[config.mk]
export PLATFORM = sky130hd
export DESIGN_NAME = otp_mirror_loader
export DESIGN_NICKNAME = d
export VERILOG_FILES = /design/src/rtl/otp_mirror_pkg.sv /design/src/rtl/otp_load_seq.sv /design/src/rtl/otp_mirror_bank.sv /design/src/rtl/otp_reg_port.sv /design/src/rtl/otp_mirror_loader.sv
export SDC_FILE = /design/constraint.sdc
export NUM_CORES = 1
export LEC_CHECK = 0
export ABC_AREA = 0
export BUFFER_PORTS_ARGS = -buffer_cell sky130_fd_sc_hd__clkbuf_2
export CORE_ASPECT_RATIO = 1.2
export CORE_MARGIN = 5
export CORE_UTILIZATION = 60
export DETAILED_ROUTE_END_ITERATION = 16
export PLACE_DENSITY = 0.85
export SYNTH_ARGS = -nofsm -noshare
export SYNTH_HDL_FRONTEND = slang
export SYNTH_HIERARCHICAL = 1
export SYNTH_SLANG_ARGS = --single-unit
[constraint.sdc]
create_clock -name clk -period 3.2 [get_ports clk]
set_input_delay 0.64 -clock clk [delete_from_list [all_inputs] [get_ports clk]]
set_output_delay 0.64 -clock clk [all_outputs]
set_load 0.005 [all_outputs]
[src/rtl/otp_mirror_pkg.sv]
package otp_mirror_pkg;

    localparam int DATA_W    = 8;
    localparam int ADDR_W    = 4;
    localparam int RSVD_ADDR = 5;

    typedef enum logic [1:0] {
        LD_SETTLE = 2'd0,
        LD_READ   = 2'd1,
        LD_IDLE   = 2'd2
    } ld_state_e;

    typedef struct packed {
        logic              rd;
        logic              wr;
        logic [ADDR_W-1:0] addr;
        logic [DATA_W-1:0] wdata;
    } reg_req_t;

    function automatic logic is_storable(logic [ADDR_W-1:0] a, int unsigned nbytes);
        return (int'(a) < int'(nbytes)) && (int'(a) != RSVD_ADDR);
    endfunction

endpackage

[src/rtl/otp_load_seq.sv]
module otp_load_seq
    import otp_mirror_pkg::*;
#(
    parameter int NUM_BYTES     = 12,
    parameter int SETTLE_CYCLES = 4
) (
    input  logic              clk,
    input  logic              rst,
    input  logic              start,
    output logic              busy,
    output logic              pwr_en,
    output logic              store_en,
    output logic [ADDR_W-1:0] rd_idx
);
    localparam int CNT_W = $clog2(SETTLE_CYCLES + 1);
    localparam logic [CNT_W-1:0]  CNT_LAST = CNT_W'(SETTLE_CYCLES - 1);
    localparam logic [ADDR_W-1:0] IDX_LAST = ADDR_W'(NUM_BYTES - 1);

    ld_state_e         state;
    logic [CNT_W-1:0]  cnt;
    logic [ADDR_W-1:0] idx;

    always_ff @(posedge clk) begin
        if (rst) begin
            state <= LD_SETTLE;
            cnt   <= '0;
            idx   <= '0;
        end else begin
            case (state)
                LD_IDLE: begin
                    if (start) begin
                        state <= LD_SETTLE;
                        cnt   <= '0;
                        idx   <= '0;
                    end
                end
                LD_SETTLE: begin
                    if (cnt == CNT_LAST) state <= LD_READ;
                    else                 cnt   <= cnt + 1'b1;
                end
                LD_READ: begin
                    if (idx == IDX_LAST) state <= LD_IDLE;
                    else                 idx   <= idx + 1'b1;
                end
                default: state <= LD_IDLE;
            endcase
        end
    end

    assign busy     = (state != LD_IDLE);
    assign pwr_en   = busy;
    assign store_en = (state == LD_READ);
    assign rd_idx   = idx;
endmodule

[src/rtl/otp_mirror_bank.sv]
module otp_mirror_bank
    import otp_mirror_pkg::*;
#(
    parameter int NUM_BYTES = 12
) (
    input  logic              clk,
    input  logic              rst,
    input  logic              ld_en,
    input  logic [ADDR_W-1:0] ld_idx,
    input  logic [DATA_W-1:0] ld_data,
    input  logic              wr_en,
    input  logic [ADDR_W-1:0] wr_idx,
    input  logic [DATA_W-1:0] wr_data,
    input  logic [ADDR_W-1:0] rd_idx,
    output logic [DATA_W-1:0] rd_data
);
    logic [DATA_W-1:0] q [NUM_BYTES];

    for (genvar g = 0; g < NUM_BYTES; g++) begin : g_byte
        if (g == RSVD_ADDR) begin : g_rsvd
            assign q[g] = '0;
        end else begin : g_reg
            logic [DATA_W-1:0] r;
            always_ff @(posedge clk) begin
                if (rst)                                   r <= '0;
                else if (ld_en && ld_idx == ADDR_W'(g))    r <= ld_data;
                else if (wr_en && wr_idx == ADDR_W'(g))    r <= wr_data;
            end
            assign q[g] = r;
        end
    end

    always_comb begin
        rd_data = '0;
        for (int i = 0; i < NUM_BYTES; i++) begin
            if (rd_idx == ADDR_W'(i)) rd_data = q[i];
        end
    end
endmodule

[src/rtl/otp_reg_port.sv]
module otp_reg_port
    import otp_mirror_pkg::*;
#(
    parameter int NUM_BYTES = 12
) (
    input  logic              clk,
    input  logic              rst,
    input  reg_req_t          req,
    input  logic              test_mode,
    input  logic              busy,
    input  logic [DATA_W-1:0] bank_rdata,
    output logic              wr_en,
    output logic [DATA_W-1:0] rdata,
    output logic              rvalid
);
    logic rd_ok;

    assign rd_ok = req.rd && !busy;
    assign wr_en = req.wr && test_mode && !busy && is_storable(req.addr, NUM_BYTES);

    always_ff @(posedge clk) begin
        if (rst) begin
            rvalid <= 1'b0;
            rdata  <= '0;
        end else begin
            rvalid <= rd_ok;
            rdata  <= rd_ok ? bank_rdata : '0;
        end
    end
endmodule

[src/rtl/otp_mirror_loader.sv]
module otp_mirror_loader
    import otp_mirror_pkg::*;
#(
    parameter int NUM_BYTES     = 12,
    parameter int SETTLE_CYCLES = 4
) (
    input  logic              clk,
    input  logic              rst,
    input  logic              test_mode,
    input  logic              restore_req,
    input  logic              reg_rd,
    input  logic              reg_wr,
    input  logic [ADDR_W-1:0] reg_addr,
    input  logic [DATA_W-1:0] reg_wdata,
    output logic [DATA_W-1:0] reg_rdata,
    output logic              reg_rvalid,
    output logic              busy,
    output logic              arr_pwr_en,
    output logic [ADDR_W-1:0] arr_addr,
    input  logic [DATA_W-1:0] arr_rdata
);
    reg_req_t          req;
    logic              store_en;
    logic              wr_en;
    logic [ADDR_W-1:0] ld_idx;
    logic [DATA_W-1:0] bank_rdata;

    assign req = '{rd: reg_rd, wr: reg_wr, addr: reg_addr, wdata: reg_wdata};

    otp_load_seq #(
        .NUM_BYTES    (NUM_BYTES),
        .SETTLE_CYCLES(SETTLE_CYCLES)
    ) seq_i (
        .clk     (clk),
        .rst     (rst),
        .start   (restore_req),
        .busy    (busy),
        .pwr_en  (arr_pwr_en),
        .store_en(store_en),
        .rd_idx  (ld_idx)
    );

    assign arr_addr = ld_idx;

    otp_mirror_bank #(.NUM_BYTES(NUM_BYTES)) bank_i (
        .clk    (clk),
        .rst    (rst),
        .ld_en  (store_en),
        .ld_idx (ld_idx),
        .ld_data(arr_rdata),
        .wr_en  (wr_en),
        .wr_idx (req.addr),
        .wr_data(req.wdata),
        .rd_idx (req.addr),
        .rd_data(bank_rdata)
    );

    otp_reg_port #(.NUM_BYTES(NUM_BYTES)) port_i (
        .clk       (clk),
        .rst       (rst),
        .req       (req),
        .test_mode (test_mode),
        .busy      (busy),
        .bank_rdata(bank_rdata),
        .wr_en     (wr_en),
        .rdata     (reg_rdata),
        .rvalid    (reg_rvalid)
    );
endmodule

==> flow_summary.toml <==
[sta]
tightestPinTransition_ns = 0.719
clock.fmax_mhz = 370
slew_headroom_pct = 51.9
hold_viol_final = 0
rsz0062_at_grt = "no"
setup_viol = 0
tns_ns = 0
timing.final.crit_share_pct = 84.5
fin_ws_ns = 0.497
post-route-min-period_ns = 2.70
slew_viol_final = 0
fin_worst_skew_ns = 0.00840

[global_route]
gr-total-overflow = 0
grt_max_degree = 58
antenna_found_initial = 0
grtUsageTotal_pct = 29.6
grt_pass1_vias = 5168
grt_pass1_wl_um = 26900

[drt]
vias_per_cell = 6.75
drc = 0
vias = 5411
drtPass1Iterations = 5
routed.top_layer = "met4"
dr_wl_met3_um = 1730
drtIter0Drc = 611
met2_wirelength_um = 7730
wl_met1_um = 6460
ant_nets = 0
wl_per_cell_um = 21.1
wirelength_um = 16900

[logic_synthesis]
synth-main-ff-cell = "dfxtp_1"
ys_seq_area_share_pct = 37.2
synth-edff-count = 0
netlist.top_cell.by_area = "dfxtp_1"
yosys_register_bits = 106
yosysWarnings = 6
synthCells = 678
syn_area_um2 = 5710
yosys.area.top_type_share_pct = 37.2
synthesis.nets = 707
postSynthAreaPerCell_um2 = 8.42
synthTopCellsByArea = "dfxtp_1 37%, mux2i_1 13%, a211oi_1 7.1%, nor2_1 7.1%, a311oi_1 5.7%"
synth_cell_type_count = 51
async_flop_share_pct = 0

[floorplan]
design.core.area_um2 = 9420
rows = 39
die_w_um = 99.0
io_pins = 41
die_h_um = 117
die-area_um2 = 11600
start_util_pct = 60.6

[placement]
dp_slack_ns = 0.446
dpl_cell_area_um2 = 5850
gp_congestion = 0.978
numPortBuffers = 40
hpwl_um = 11300

[critical_path]
worstPathRequired_ns = 3.46
crit_path_start_kind = "register"
path_class = "register to register"
path_max_fanout = 9
arrival_ns = 2.96
worstSetupEndpointType = "register"

[clock_tree]
clk_latency_ns = 0.36
cts.repair.resized = 0
clk_pin_slew_ns = 0.08
cts_tree = "yes"
postCtsSetupBuffers = 0
cts_hold_buf = 0
cts_root_buf = "clkbuf_16"
cts_buffer_depth = 2
cts.sinks = 106
htreeDepth = 3
numCtsBuffers = 9

[cells_and_area]
final_common_cell = "nor2_1"
drive_gt1_share_pct = 13.1
fin_nets = 703
final_cell_mix = "108 x nor2_1, 106 x dfxtp_1, 74 x mux2i_1"
final_area_um2 = 6170
syn_to_final_growth_pct = 8.05
nFillCells = 756
final_core_util_pct = 65.5
antennaDiodeCount = 0

[power_and_ir_drop]
ir_drop_mv = 0.287
p_leak_nw = 2.39
powerDensity_nw_per_um2 = 466

[hold_path]
hold_class = "register to register"

[outcome]
outcome = "complete, no violations"

[run]
drv_cap = 0
cell usage after synthesis, types with 4 or more instances:
master,number
o221ai_1,8
nor3_1,4
mux2_2,10
nor2b_1,11
clkbuf_1,41
nand2b_1,5
mux2i_1,74
nand2_1,56
and2_1,8
nand3_1,19
a211oi_1,54
a221oi_1,5
a21oi_1,16
a311oi_1,37
buf_2,19
inv_1,5
nor2_1,108
buf_4,5
o21ai_0,37
dfxtp_1,106
nand3b_1,4
flip-flops by register name, summed over array words and instances (netlist names):
register / cells
port_i/rdata: 8
bank_i/g_byte.g_reg.r: 88
seq_i/rd_idx: 4
port_i/rvalid: 1
seq_i/cnt: 3
seq_i/state: 2
cells by family (layout without fill, tap and decap cells):
family / count (synthesis) / in the layout / share of synthesized area [%]
muxes: 84 / 84 / 15.0
adders and majority gates: 3 / 3 / 0.658
buffers and inverters: 72 / 73 / 5.74
AOI/OAI and AO/OA: 172 / 172 / 21.5
and+or+nand+nor: 241 / 241 / 20.0
DFF: 106 / 106 / 37.2
final cells by class:
type,count,area (um2),area share [%]
timing repair buffer,52,303,4.91
clock buffer,10,239,3.88
multi-input combinational,500,3260,52.8
inverter,5,18.8,0.304
clock inverter,6,72.6,1.18
tap,123,154,2.50
sequential,106,2120,34.4
metrics by stage:
stage	std cells	hold WS [ns]	power, mW
after floorplan	678	0.444	1.63
after global placement	786	0.452	1.70
after detailed placement	786	0.471	1.72
after CTS	802	0.480	2.87
after global routing	802	0.515	2.95
final	802	0.475	2.87
per-layer routing:
layer / up-vias / global-route usage, %
li1: 2475 / -
met3: 69 / 4.33
met5: - / 0
met1: 2523 / 36.8
met4: 0 / 19.1
met2: 344 / 48.3
power by group:
part	leakage (nW)	internal, mW	total (mW)	switching (mW)
Combinational	1.38	0.104	0.313	0.210
Clock	0.150	0.639	1.17	0.535
Sequential	0.854	1.36	1.39	0.0296
path summary, 6_finish.rpt:
check / start / end / slack, ns / depth (start not counted)
hold reg to reg: seq_i/cnt[2]$_SDFFE_PP0P_ / seq_i/cnt[2]$_SDFFE_PP0P_ / 0.48 / 2
setup / recovery: seq_i/state[1]$_SDFFE_PP0P_ / bank_i/g_byte[1].g_reg.r[7]$_SDFFE_PP0P_ / 0.50 / 7
hold / removal: seq_i/cnt[2]$_SDFFE_PP0P_ / seq_i/cnt[2]$_SDFFE_PP0P_ / 0.48 / 2
setup reg to reg: seq_i/state[1]$_SDFFE_PP0P_ / bank_i/g_byte[1].g_reg.r[7]$_SDFFE_PP0P_ / 0.50 / 7
worst max-delay path, stage by stage (launching register included):
cell	delay, ns
dfxtp_1	0.47
nor2b_1	0.26
inv_1	0.18
and4b_2	0.38
nor3b_2	0.32
nand3b_1	0.47
mux2i_1	0.24
a211oi_1	0.30
Note: power is estimated with default switching activity, not from simulation.
